--- config.mk ---
export PLATFORM = sky130hd
export DESIGN_NAME = cbc_ctrl
export DESIGN_NICKNAME = d
export VERILOG_FILES = /design/src/rtl/cbc_pkg.sv /design/src/rtl/cbc_detect.sv /design/src/rtl/cbc_accum.sv /design/src/rtl/cbc_pwm.sv /design/src/rtl/cbc_ctrl.sv
export SDC_FILE = /design/constraint.sdc
export NUM_CORES = 1
export LEC_CHECK = 0
export BUFFER_PORTS_ARGS = -buffer_cell sky130_fd_sc_hd__buf_2
export CAP_MARGIN = 10
export CORE_ASPECT_RATIO = 0.7
export CORE_MARGIN = 2
export CORE_UTILIZATION = 43
export DETAILED_ROUTE_END_ITERATION = 10
export PLACE_DENSITY = 0.63
export REMOVE_ABC_BUFFERS = 1
export SLEW_MARGIN = 20
export SYNTH_ARGS = -nofsm -noshare
export SYNTH_HDL_FRONTEND = slang
export SYNTH_SLANG_ARGS = --single-unit
export TNS_END_PERCENT = 50
--- constraint.sdc ---
create_clock -name clk -period 6.8 [get_ports clk]
set_input_delay 1.02 -clock clk [delete_from_list [all_inputs] [get_ports clk]]
set_output_delay 1.02 -clock clk [all_outputs]
set_load 0.05 [all_outputs]
--- src/rtl/cbc_pkg.sv ---
// Shared types for the load-step recovery controller.
package cbc_pkg;
    // Controller phase: linear, before extremum, after extremum, after toggle.
    typedef enum logic [1:0] {
        ST_LIN  = 2'd0,
        ST_DIVE = 2'd1,
        ST_HOLD = 2'd2,
        ST_TAIL = 2'd3
    } cbc_state_e;
endpackage

--- src/rtl/cbc_detect.sv ---
// Error and slope front end.
// Computes the signed error vref - vout and its magnitude. Flags a qualified
// transient when two successive samples exceed the threshold in the same sign.
// Reports the sign of the sample-to-sample voltage difference.
// Assumes: registers advance only on smp_vld; outputs are combinational
// from the current sample and the stored previous one.
module cbc_detect #(
    parameter int VW = 12
) (
    input  logic                 clk,
    input  logic                 rst_n,
    input  logic                 smp_vld,
    input  logic [VW-1:0]        vout,
    input  logic [VW-1:0]        vref,
    input  logic [VW-1:0]        thresh,
    output logic signed [VW:0]   err,
    output logic [VW:0]          err_mag,
    output logic                 trig_pos,
    output logic                 trig_neg,
    output logic                 slope_up,
    output logic                 slope_dn
);
    logic [VW-1:0]      v_prev;
    logic               prev_vld;
    logic               prev_pos;
    logic               prev_neg;
    logic signed [VW:0] thr_s;
    logic signed [VW:0] neg_err;
    logic signed [VW:0] diff;
    logic               over_pos;
    logic               over_neg;

    // Error, magnitude, band comparison and slope of the current sample.
    always_comb begin
        err      = $signed({1'b0, vref}) - $signed({1'b0, vout});
        neg_err  = -err;
        err_mag  = err[VW] ? neg_err : err;
        thr_s    = $signed({1'b0, thresh});
        over_pos = err > thr_s;
        over_neg = err < -thr_s;
        diff     = $signed({1'b0, vout}) - $signed({1'b0, v_prev});
        slope_up = prev_vld && (diff > 0);
        slope_dn = prev_vld && (diff < 0);
        trig_pos = over_pos && prev_pos;
        trig_neg = over_neg && prev_neg;
    end

    // Remember the previous sample and its band status.
    always_ff @(posedge clk) begin
        if (!rst_n) begin
            v_prev   <= '0;
            prev_vld <= 1'b0;
            prev_pos <= 1'b0;
            prev_neg <= 1'b0;
        end else if (smp_vld) begin
            v_prev   <= vout;
            prev_vld <= 1'b1;
            prev_pos <= over_pos;
            prev_neg <= over_neg;
        end
    end
endmodule

--- src/rtl/cbc_accum.sv ---
// Double error accumulator.
// The first sum collects |error| before the extremum. The second collects it
// from the extremum on. The block reports when the second sum, including the
// current sample, reaches the first. Both sums saturate.
// Assumes: load/add controls are already qualified by the sample strobe.
module cbc_accum #(
    parameter int MAG_W = 13,
    parameter int ACC_W = 20
) (
    input  logic             clk,
    input  logic             rst_n,
    input  logic             load1,
    input  logic             add1,
    input  logic             load2,
    input  logic             add2,
    input  logic [MAG_W-1:0] mag,
    output logic [ACC_W-1:0] acc1,
    output logic             reach
);
    localparam int PAD_W = ACC_W - MAG_W;

    logic [ACC_W-1:0] acc2;
    logic [ACC_W-1:0] mag_x;
    logic [ACC_W-1:0] acc1_sum;
    logic [ACC_W-1:0] acc2_nx;

    // Saturating unsigned add.
    function automatic logic [ACC_W-1:0] sat_add(input logic [ACC_W-1:0] a,
                                                 input logic [ACC_W-1:0] b);
        logic [ACC_W:0] s;
        s = {1'b0, a} + {1'b0, b};
        return s[ACC_W] ? {ACC_W{1'b1}} : s[ACC_W-1:0];
    endfunction

    // Next values and the mirror comparison.
    always_comb begin
        mag_x    = {{PAD_W{1'b0}}, mag};
        acc1_sum = sat_add(acc1, mag_x);
        acc2_nx  = load2 ? mag_x : sat_add(acc2, mag_x);
        reach    = acc2_nx >= acc1;
    end

    // Accumulator registers.
    always_ff @(posedge clk) begin
        if (!rst_n) begin
            acc1 <= '0;
            acc2 <= '0;
        end else begin
            if (load1)      acc1 <= mag_x;
            else if (add1)  acc1 <= acc1_sum;
            if (load2 || add2) acc2 <= acc2_nx;
        end
    end
endmodule

--- src/rtl/cbc_pwm.sv ---
// Counter-based pulse-width modulator for linear mode.
// The free-running counter wraps every 2^DUTY_W clocks. The output is high
// while the count is below the duty word.
// Assumes: duty is held stable by its source for a full period.
module cbc_pwm #(
    parameter int DUTY_W = 8
) (
    input  logic              clk,
    input  logic              rst_n,
    input  logic [DUTY_W-1:0] duty,
    output logic              pwm_on
);
    logic [DUTY_W-1:0] cnt;

    // Period counter.
    always_ff @(posedge clk) begin
        if (!rst_n) cnt <= '0;
        else        cnt <= cnt + 1'b1;
    end

    // Compare against the duty word.
    always_comb pwm_on = cnt < duty;
endmodule

--- src/rtl/cbc_ctrl.sv ---
// Load-step recovery controller, top level.
// Passes the linear duty through a modulator in steady state. On a qualified
// transient it forces the switch, finds the voltage extremum, and toggles once
// when the error sums balance. It returns to linear mode with a duty preload
// once the error has crossed zero. A forced-on sample limit and an abort on an
// opposite-sign transient bound the recovery.
// Assumes: sample_valid is a one-clock strobe per ADC sample.
module cbc_ctrl
    import cbc_pkg::*;
#(
    parameter int VW       = 12,
    parameter int DUTY_W   = 8,
    parameter int ACC_W    = 20,
    parameter int ON_LIMIT = 16,
    parameter int GAIN_SH  = 2
) (
    input  logic              clk,
    input  logic              rst_n,
    input  logic              sample_valid,
    input  logic [VW-1:0]     vout,
    input  logic [VW-1:0]     vref,
    input  logic [VW-1:0]     thresh,
    input  logic [DUTY_W-1:0] lin_duty,
    output logic              sw_on,
    output logic              mode_nl,
    output logic              preload_vld,
    output logic [DUTY_W-1:0] preload_duty
);
    localparam int MAG_W = VW + 1;
    localparam int OC_W  = $clog2(ON_LIMIT + 1);
    localparam int PAD_W = ACC_W - DUTY_W;
    localparam logic [ACC_W:0] DUTY_MAX = (ACC_W + 1)'((1 << DUTY_W) - 1);

    cbc_state_e         st, st_nx;
    logic               dir_pos, dir_nx;
    logic [DUTY_W-1:0]  base;
    logic [OC_W-1:0]    on_cnt, on_cnt_inc;
    logic signed [VW:0] err;
    logic [VW:0]        err_mag;
    logic               trig_pos, trig_neg, slope_up, slope_dn;
    logic [ACC_W-1:0]   acc1;
    logic               reach;
    logic               load1, add1, load2, add2;
    logic               enter, go_pre;
    logic               pwm_on;
    logic               force_on;
    logic               abort_hit, lim_hit, t1_hit, settled;
    logic [ACC_W-1:0]   delta, base_x;
    logic [ACC_W:0]     up_sum;
    logic [DUTY_W-1:0]  pre_calc;

    cbc_detect #(.VW(VW)) i_detect (
        .clk(clk), .rst_n(rst_n), .smp_vld(sample_valid),
        .vout(vout), .vref(vref), .thresh(thresh),
        .err(err), .err_mag(err_mag),
        .trig_pos(trig_pos), .trig_neg(trig_neg),
        .slope_up(slope_up), .slope_dn(slope_dn)
    );

    cbc_accum #(.MAG_W(MAG_W), .ACC_W(ACC_W)) i_accum (
        .clk(clk), .rst_n(rst_n),
        .load1(load1), .add1(add1), .load2(load2), .add2(add2),
        .mag(err_mag), .acc1(acc1), .reach(reach)
    );

    cbc_pwm #(.DUTY_W(DUTY_W)) i_pwm (
        .clk(clk), .rst_n(rst_n), .duty(lin_duty), .pwm_on(pwm_on)
    );

    // Event decode for the current phase and direction.
    always_comb begin
        force_on   = (st != ST_LIN) && (dir_pos ^ (st == ST_TAIL));
        on_cnt_inc = on_cnt + 1'b1;
        abort_hit  = (st != ST_LIN) && (dir_pos ? trig_neg : trig_pos);
        lim_hit    = force_on && (on_cnt_inc == OC_W'(ON_LIMIT));
        t1_hit     = dir_pos ? slope_up : slope_dn;
        settled    = dir_pos ? (err <= 0) : (err >= 0);
    end

    // Phase transitions and accumulator controls, taken only on a sample.
    always_comb begin
        st_nx  = st;
        dir_nx = dir_pos;
        load1  = 1'b0;
        add1   = 1'b0;
        load2  = 1'b0;
        add2   = 1'b0;
        enter  = 1'b0;
        go_pre = 1'b0;
        if (sample_valid) begin
            if (st == ST_LIN) begin
                if (trig_pos || trig_neg) begin
                    st_nx  = ST_DIVE;
                    dir_nx = trig_pos;
                    load1  = 1'b1;
                    enter  = 1'b1;
                end
            end else if (abort_hit) begin
                st_nx = ST_LIN;
            end else if (lim_hit) begin
                if (st == ST_TAIL) begin
                    st_nx  = ST_LIN;
                    go_pre = 1'b1;
                end else begin
                    st_nx = ST_TAIL;
                    add1  = (st == ST_DIVE);
                end
            end else begin
                unique case (st)
                    ST_DIVE: begin
                        if (t1_hit) begin
                            load2 = 1'b1;
                            st_nx = reach ? ST_TAIL : ST_HOLD;
                        end else begin
                            add1 = 1'b1;
                        end
                    end
                    ST_HOLD: begin
                        add2 = 1'b1;
                        if (reach) st_nx = ST_TAIL;
                    end
                    ST_TAIL: begin
                        if (settled) begin
                            st_nx  = ST_LIN;
                            go_pre = 1'b1;
                        end
                    end
                    default: st_nx = ST_LIN;
                endcase
            end
        end
    end

    // Corrected duty from the entry duty and the pre-extremum sum.
    always_comb begin
        delta  = acc1 >> GAIN_SH;
        base_x = {{PAD_W{1'b0}}, base};
        up_sum = {1'b0, base_x} + {1'b0, delta};
        if (dir_pos)
            pre_calc = (up_sum > DUTY_MAX) ? {DUTY_W{1'b1}} : up_sum[DUTY_W-1:0];
        else if (delta >= base_x)
            pre_calc = '0;
        else
            pre_calc = base - delta[DUTY_W-1:0];
    end

    // Phase, direction, entry duty and forced-on sample count.
    always_ff @(posedge clk) begin
        if (!rst_n) begin
            st      <= ST_LIN;
            dir_pos <= 1'b0;
            base    <= '0;
            on_cnt  <= '0;
        end else begin
            st      <= st_nx;
            dir_pos <= dir_nx;
            if (enter) begin
                base   <= lin_duty;
                on_cnt <= '0;
            end else if (sample_valid && force_on) begin
                on_cnt <= on_cnt_inc;
            end
        end
    end

    // Preload strobe and value toward the linear compensator.
    always_ff @(posedge clk) begin
        if (!rst_n) begin
            preload_vld  <= 1'b0;
            preload_duty <= '0;
        end else begin
            preload_vld <= go_pre;
            if (go_pre) preload_duty <= pre_calc;
        end
    end

    // Switch source selection and mode flag.
    always_comb begin
        mode_nl = (st != ST_LIN);
        sw_on   = mode_nl ? force_on : pwm_on;
    end
endmodule

=== Word-level counts from Yosys, hierarchy flattened ===
Cells that the tools add are included.

* Reductions and logical operators: 16
* Add/sub/neg operators: 10
* Mux-type cells: 51
* Order comparisons: 10
* Equality and inequality tests: 8
* Bitwise logic cells: 2

{| class="wikitable"
|+ Operator list
! kind !! number
|-
| $mux 20 || 3
|-
| $add 20x13->21 || 2
|-
| $mux 13 || 3
|-
| $mux 1 || 33
|-
| $sub 12x12->13 || 2
|-
| $mux 8 || 3
|-
| $ge 20x20->1 || 1
|-
| $add 8x18->19 || 1
|-
| $gt 19x8->1 const B || 1
|-
| $ge 18x8->1 || 1
|-
| $mux 2 || 8
|-
| $ne 5x5->1 const B || 3
|-
| $ge 13x1->1 const B || 1
|-
| $gt 13x1->1 const B || 1
|-
| $gt 13x13->1 || 1
|-
| $le 13x1->1 const B || 1
|-
| $lt 13x1->1 const B || 1
|-
| $lt 13x13->1 || 1
|-
| $neg 12->13 || 1
|-
| $neg 13->13 || 1
|-
| $add 8x1->8 const B || 1
|-
| $logic_and 1x1->1 || 8
|-
| $lt 8x8->1 || 1
|-
| $sub 8x8->8 || 1
|-
| other kinds (14) || 17
|}

* Input port bits: 47
* Flip-flop bits (word level): 88

=== Longest topological paths before layout ===
Gate-level depths: netlist of run 1.

* Depth in word-level cells: 18
* Gate-level depth with buffers: 37
* Mapped depth without buffers: 35

=== By module ===
From an unflattened synthesis of run 1, not the netlist that was laid out.

* Cell total of the unflattened synthesis: 1277
* Area, all modules: 9903.2 µm²

{| class="wikitable"
|+ By module, submodules not included
! module !! seq. area each (µm²) !! cells an instance !! instances !! area an instance (µm²)
|-
| cbc_accum || 800.8 || 506 || 1 || 3920.0
|-
| cbc_detect || 300.3 || 377 || 1 || 2839.0
|-
| cbc_ctrl || 500.5 || 336 || 1 || 2647.5
|-
| cbc_pwm || 160.2 || 58 || 1 || 496.7
|}

=== Least setup slack after synthesis of run 1 ===
No wires, ideal clock.

* Kind: input to register
* Start: input port vref[0]
* End: register st[0]
* Data required time: 6728 ps
* Path buffers: 2
* Stages on the path: 37
* Data arrival time: 7224 ps
* Path slack: -495 ps
* Library setup time: 72 ps
* Path through: inv_1 -> ha_1 -> fa_1 -> nor2b_1 -> o2111ai_1 -> and4bb_2 -> o21bai_1 -> a21o_1 -> clkbuf_1 -> nand2_1 -> o21ai_0 -> inv_1 -> fa_1 -> a21o_1 -> a21oi_1 -> o21ai_0 -> a31oi_1 -> a21oi_1 -> and2_1 -> nor2_1 -> nor2_1 -> clkbuf_1 -> nor2_1 -> nand2_1 -> o21ai_0 -> ha_1 -> nand2b_1 -> a21o_1 -> a211oi_1 -> o21ai_0 -> nand4b_1 -> a32oi_1 -> nor2b_1 -> a211o_1 -> a31oi_1 -> o21ai_1 -> mux2i_1

* Cells in the longest elaborated chain, start to end: 16

{| class="wikitable"
|+ RTL lines
! what !! RTL line !! RTL
|-
| from (decl) || cbc_ctrl.sv:21 || <nowiki>input logic [VW-1:0] vref,</nowiki>
|-
| $sub 12x12->13 * || cbc_detect.sv:35 || <nowiki>err = $signed({1'b0, vref}) - $signed({1'b0, vout});</nowiki>
|-
| branches (longest 15 deep; another with $add 20x13->21) || n/a ||
|-
| to (signal assigned) || cbc_ctrl.sv:155 || <nowiki>st <= st_nx;</nowiki>
|-
| to (decl) || cbc_ctrl.sv:34 || <nowiki>cbc_state_e st, st_nx;</nowiki>
|}

Every way passes the cells marked *. The select of a mux whose other input is x is not followed.
A chain may end at the register's enable or synchronous reset.

=== Final worst setup path of run 1 ===
* Start: input port vout[0]
* End: register st[0]

* Cells in the longest elaborated chain, start to end: 18

{| class="wikitable"
|+ RTL lines
! what !! RTL line !! RTL
|-
| from (decl) || cbc_ctrl.sv:20 || <nowiki>input logic [VW-1:0] vout,</nowiki>
|-
| branches (longest 10 deep; another with $add 20x13->21) || n/a ||
|-
| $mux 20 * || cbc_accum.sv:39 || <nowiki>acc2_nx = load2 ? mag_x : sat_add(acc2, mag_x);</nowiki>
|-
| via i_accum.acc2_nx[12] || cbc_accum.sv:25 || <nowiki>logic [ACC_W-1:0] acc2_nx;</nowiki>
|-
| $ge 20x20->1 * || cbc_accum.sv:40 || <nowiki>reach = acc2_nx >= acc1;</nowiki>
|-
| $mux 1 || cbc_ctrl.sv:113 || <nowiki>st_nx = reach ? ST_TAIL : ST_HOLD;</nowiki>
|-
| $mux 2 || cbc_ctrl.sv:111 || <nowiki>if (t1_hit) begin</nowiki>
|-
| $pmux 2 s3 || cbc_ctrl.sv:109 || <nowiki>unique case (st)</nowiki>
|-
| $mux 2 || cbc_ctrl.sv:100 || <nowiki>end else if (lim_hit) begin</nowiki>
|-
| $mux 2 || cbc_ctrl.sv:98 || <nowiki>end else if (abort_hit) begin</nowiki>
|-
| $mux 2 || cbc_ctrl.sv:91 || <nowiki>if (st == ST_LIN) begin</nowiki>
|}

Mark *: on every way through the listed nets, which the timed path passes. The select of a mux whose other input is x is not followed.

==> results of run 1 <==
-- logic make-up (layout without fill, tap and decap cells) --
kind of cell,Yosys count,count (layout),share of synthesized area
AOI/OAI and AO/OA,336,336,0.248
xor gates and xnor gates,80,80,0.0752
adders and majority gates,131,131,0.181
buffers and inverters,160,363,0.0703
DFF,88,88,0.189
muxes,42,42,0.0456
and+or+nand+nor,362,362,0.191
-- state kept, by name, summed over array words and instances, names as in the netlist --
signal and count:
preload_vld 1, i_detect.prev_pos 1, i_detect.prev_vld 1, i_accum.acc1 20, i_detect.v_prev 12, i_pwm.cnt 8
dir_pos 1, i_detect.prev_neg 1, st 2, on_cnt 5, preload_duty 8, base 8
i_accum.acc2 20
-- worst max-delay path: cells and delay by family --
family	cells	cell delay, ns
adder cells (fa/ha/maj)	4	1.11
XOR/XNOR	1	0.21
buffers and inverters	3	0.41
AND/OR/NAND/NOR	10	2.17
multiplexers	2	0.23
AO/OA/AOI/OAI	12	1.78
-- worst max path at each step --
stage | endpoint | depth (start not counted) | start | slack [ns]
6_report | st[0] | 32 | vout[0] | 0.08
5_1_grt | st[1] | 32 | vout[0] | -0.14
4_1_cts | st[1] | 31 | vout[1] | 0.01
3_5_place_dp | st[1] | 32 | vout[4] | -0.78
3_3_place_gp | st[0] | 31 | vout[0] | -0.66
2_1_floorplan | st[0] | 34 | vref[0] | -0.62
-- per-layer routing --
metal  wire, um  share of wire  track usage  vias up
li1           -              -            -     4709
met1      15300           0.52        0.388     4443
met2      11800           0.41        0.350      278
met3       1800          0.062       0.0410       15
met4        231         0.0079       0.0330        0
met5          0              0            0        -
-- placed cells by master, fill, tap and decap left out, types with 38 or more instances in the layout --
| master | instances |
|---|---|
| o21ai_0 | 46 |
| buf_2 | 56 |
| inv_1 | 105 |
| nor2_1 | 116 |
| xnor2_1 | 47 |
| ha_1 | 112 |
| dfxtp_1 | 88 |
| mux2i_1 | 38 |
| nor3_1 | 41 |
| a21oi_1 | 75 |
| buf_4 | 173 |
| nand2_1 | 58 |
-- where the power goes --
group	total (W)	switching [W]	leakage, nW	internal (W)
sequential	0.000545	0.0000157	0.713	0.000529
clock	0.000525	0.000236	0.144	0.000289
combinational	0.00114	0.000609	4.50	0.000533
total	0.00221	0.000861	5.36	0.00135
-- cell type report --
cell class	instances	area, um^2
fill	1967	9460
multi-input combinational	951	7490
sequential	88	1760
timing repair buffer	236	1660
inverter	111	417
tap	282	353
clock buffer	9	225
clock inverter	7	78.8
-- stage by stage --
stage	setup TNS, ns	std cells	instance area (um^2)
5_1_grt	-0.254	1684	12000
2_1_floorplan	-1.24	1150	9070
6_report	0	1684	12000
4_1_cts	0	1667	11400
3_5_place_dp	-1.55	1643	10900
3_3_place_gp	-1.31	1643	10900
-- repair_timing --
action | 4_1_cts | 5_1_grt
setup endpoints to repair | 2 | 2
pin swaps | 15 | 64
gates cloned | 0 | 0
setup buffers | 8 | 17
hold buffers | 0 | 0
gates resized for setup | 26 | 101
==> qor.txt, run 1 <==
port bufs: 57
R2R Setup Slk: 1.84 ns
mapped cell area: 9310 um^2
CTS clock-pin slew for the worst setup and hold paths: 0.07 ns
pre-CTS WS: -0.777 ns
Rows: 45
WL/cell: 17.3 um
vias in the first global route: 8657
clk buf depth: 2
# Max-Cap Violations: 0
clock tree from TritonCTS: done
Congestion Overflow GR: 0
hold depth: 1
fin util: 0.559
Layout Skew: 0.00682 ns
pin count of the biggest net entering global routing: 34
CTS buffer count: 9
HP Start: i_pwm.cnt[0]
setup ws final: 0.0790 ns
Peak VDD IR: 0.000156 V
synthesized area per cell: 7.77 um^2
kind of critical path: input port to flop
drt total wl: 29100 um
DRT Pass-1 Iters: 7
R2R depth: 23
Final Wtd Congestion: 0.911
Worst Path Max Fanout: 3
Post-synth top cells: nor2_1 (126), ha_1 (124), inv_1 (110), dfxtp_1 (88), a21oi_1 (87)
leakage: 5.36 nW
die width: 180 um
period utilization: 0.988
DR iter-0 viols: 985
Post-synth top flop: dfxtp_1
sequential-to-total area share from yosys stat: 0.189
slowest cell on the critical path: or4_4
Nets: 1574
max frequency: 149 MHz
Tmin final: 6.72 ns
Die H: 127 um
vias per cell: 5.61
ranking of synthesized cells by area: dfxtp_1 (19%), ha_1 (17%), nor2_1 (5.1%)
arrival time at the worst endpoint: 6.96 ns
GR Util All Layers: 0.245
routed via count: 9445
post-DP HPWL: 22000 um
pwr dens: 185 nW/um^2
Yosys top cell by area: dfxtp_1
core box area: 21500 um^2
clock sink total: 88
most frequent cell after synthesis: nor2_1
Clock Latency Late Sink: 0.35 ns
DRC Markers: 0
Yosys cell types: 86
die footprint: 22900 um^2
Final setup viols: 0
total power draw: 0.00221 W
Ports: 58
origin of the critical flop-to-flop path: i_detect.v_prev[0]
first-pass GRT wire length: 45700 um
Slew @ Worst Pin: 0.855 ns
post-synth top area share: 0.189
Post-Synthesis Cells: 1199
Critical Path RT: 7.03 ns
Pins Over Slew Limit: 0
Final ANT Viol Nets: 0
Syn. warnings: 0
CTS root buf: clkbuf_16
CP peak stage delay: 0.57 ns
Yosys reg bits: 88
Area growth syn-to-layout: 28.7%
worst reg2reg path endpoint: st[0]
initial antenna violation count: 0
fraction of final layout cells sized beyond drive strength 1: 0.269
Initial Util: 0.434
outcome: completed
worst hold path type: flop to flop
ys async rst share: 0
Hold WS: 0.461 ns
Hold Violations, Final: 0
ant diodes: 0
EDFF count, synth: 0
endpoint type of the worst setup path: flop
Rel. slew slack: 0.423
H-tree depth: 3
Critical Path Start Type: input port
hold endpoint: i_pwm.cnt[0]
Note: power is estimated with default switching activity, not from simulation.
==> run 2: changes to the inputs <==
- MAX_ROUTING_LAYER: not set -> met4
- clock period: 6.8 -> 6.03 ns (I/O delays scaled with it)
==> qor.txt, run 2 (synthesis gave the netlist of run 1 again) <==
Nets: 1614 (+2.5%)
pre-CTS WS: -1.47 ns (-0.690 ns)
Critical Path RT: 6.27 ns (-0.76 ns)
pin count of the biggest net entering global routing: 35 (+2.9%)
clk buf depth: 2 (unchanged)
port bufs: 57 (unchanged)
vias per cell: 5.61 (about the same)
die width: 180 um (unchanged)
Hold Violations, Final: 0 (unchanged)
R2R Setup Slk: 0.97 ns (-0.87 ns)
kind of critical path: input port to flop
CTS buffer count: 9 (unchanged)
Final ANT Viol Nets: 0 (unchanged)
total power draw: 0.00258 W (+17%)
worst hold path type: flop to flop
Peak VDD IR: 0.000111 V (-29%)
core box area: 21500 um^2 (unchanged)
Slew @ Worst Pin: 0.779 ns (-0.0762 ns)
DRT Pass-1 Iters: 5 (-2)
post-DP HPWL: 22100 um (about the same)
commonest non-fill, non-tap cell in the layout: buf_4
Largest regs: i_accum.acc1 x20, i_accum.acc2 x20, i_detect.v_prev x12
slowest cell on the critical path: or4_4
WL/cell: 17.1 um (-0.85%)
GR Util All Layers: 0.255 (+0.0100)
Rows: 45 (unchanged)
Congestion Overflow GR: 0 (unchanged)
Worst Path Max Fanout: 6 (+3)
Final Wtd Congestion: 0.947 (+4.0%)
hold depth: 1 (unchanged)
# Max-Cap Violations: 0 (unchanged)
arrival time at the worst endpoint: 6.72 ns (-0.24 ns)
clock tree from TritonCTS: done
CTS clock-pin slew for the worst setup and hold paths: 0.07 ns (about the same)
setup tns final: -0.905 ns (-0.905 ns)
Die H: 127 um (unchanged)
GRT met1 Usage: 0.388 (+0.000663)
setup ws final: -0.455 ns (-0.534 ns)
initial antenna violation count: 0 (unchanged)
die footprint: 22900 um^2 (unchanged)
ant diodes: 0 (unchanged)
Hold WS: 0.464 ns (+0.00292 ns)
drt total wl: 29600 um (+1.5%)
failing checks: setup timing
fillcell total: 1880 (-4.4%)
met3 Track Usage GR: 0.0308 (-0.0103)
Pins Over Slew Limit: 0 (unchanged)
fin util: 0.581 (+0.0220)
outcome: complete, but fails checks
Final setup viols: 2 (+2)
most frequent cells in the layout: buf_4 (209), ha_1 (111), nor2_1 (110)
clock sink total: 88 (unchanged)
endpoint type of the worst setup path: flop
CTS root buf: clkbuf_16
pwr dens: 207 nW/um^2 (+12%)
global-route track usage on met2: 0.361 (+0.0113)
Rel. slew slack: 0.474 (+0.0514)
DR iter-0 viols: 755 (-23%)
Area growth syn-to-layout: 33.8%
first-pass GRT wire length: 46500 um (+1.7%)
Initial Util: 0.434 (unchanged)
CP peak stage delay: 0.57 ns (about the same)
routed via count: 9666 (+2.3%)
Ports: 58 (unchanged)
vias in the first global route: 8950 (+3.4%)
H-tree depth: 3 (unchanged)
max frequency: 154 MHz
grt peak-use layer: met1
Layout Skew: 0.0109 ns (+0.00405 ns)
period utilization: 1.08
Critical Path Start Type: input port
fraction of final layout cells sized beyond drive strength 1: 0.308 (+0.0390)
RSZ-0062 raised after global routing: true
leakage: 5.60 nW (+4.5%)
Tmin final: 6.49 ns
Clock Latency Late Sink: 0.36 ns (about the same)
DRC Markers: 0 (unchanged)
R2R depth: 24 (+4.3%)
run 2: changes by cell type in the layout (fill, tap and decap cells not counted), sizes merged:
cell / before / now
bufinv: 1 / 0
clkbuf: 10 / 11
buf: 235 / 274
nor2: 126 / 127
inv: 112 / 114
clkinvlp: 2 / 0
run 2: routing by layer:
layer | up-vias | part of all wire
li1 | 4784 | -
met2 | 336 | 0.41
met1 | 4521 | 0.51
met5 | - | 0
met4 | 0 | 0.0083
met3 | 25 | 0.067
run 2: final timing paths:
path / start / end
hold reg to reg: i_pwm.cnt[0] / i_pwm.cnt[0]
hold / removal: i_pwm.cnt[0] / i_pwm.cnt[0]
setup reg to reg: i_detect.v_prev[0] / st[0]
setup / recovery: vout[4] / st[0]
run 2: area by class of cell:
cell class / count / area (um^2) / share of cell area
repair buffers: 275 / 2010 / 0.161
well taps: 282 / 353 / 0.0283
clock buffers: 10 / 239 / 0.0192
inverters: 111 / 417 / 0.0334
multi-input cells: 952 / 7620 / 0.612
clock inverters: 6 / 60.1 / 0.00482
flip-flops and latches: 88 / 1760 / 0.141
run 2: power by group:
part	total (W)	internal, W	switching [W]
clock network	0.000575	0.000301	0.000273
logic	0.00139	0.000671	0.000721
registers	0.000614	0.000597	0.0000177
total	0.00258	0.00157	0.00101
run 2: metrics by stage:
stage / cells / instance area [um^2]
finish: 1724 / 12500
CTS: 1708 / 11900
global route: 1724 / 12500
global placement: 1667 / 11100
floorplan: 1150 / 9070
detailed placement: 1667 / 11100
run 2: repair_timing:
| item | in CTS | in global routing |
|---|---|---|
| hold buffers | 0 | 0 |
| endpoints found under the setup margin | 2 | 2 |
| pin swaps | 49 | 69 |
| buffers inserted | 24 | 15 |
| gates resized for setup | 76 | 95 |
| cloned | 1 | 1 |
run 2: critical path: cells and delay by family:
family / cells / cell delay, ns
buf+inv: 6 / 0.67
xor+xnor: 2 / 0.32
mux: 2 / 0.22
compound gates: 10 / 1.76
fa+ha+maj: 3 / 0.88
simple gates: 10 / 1.94
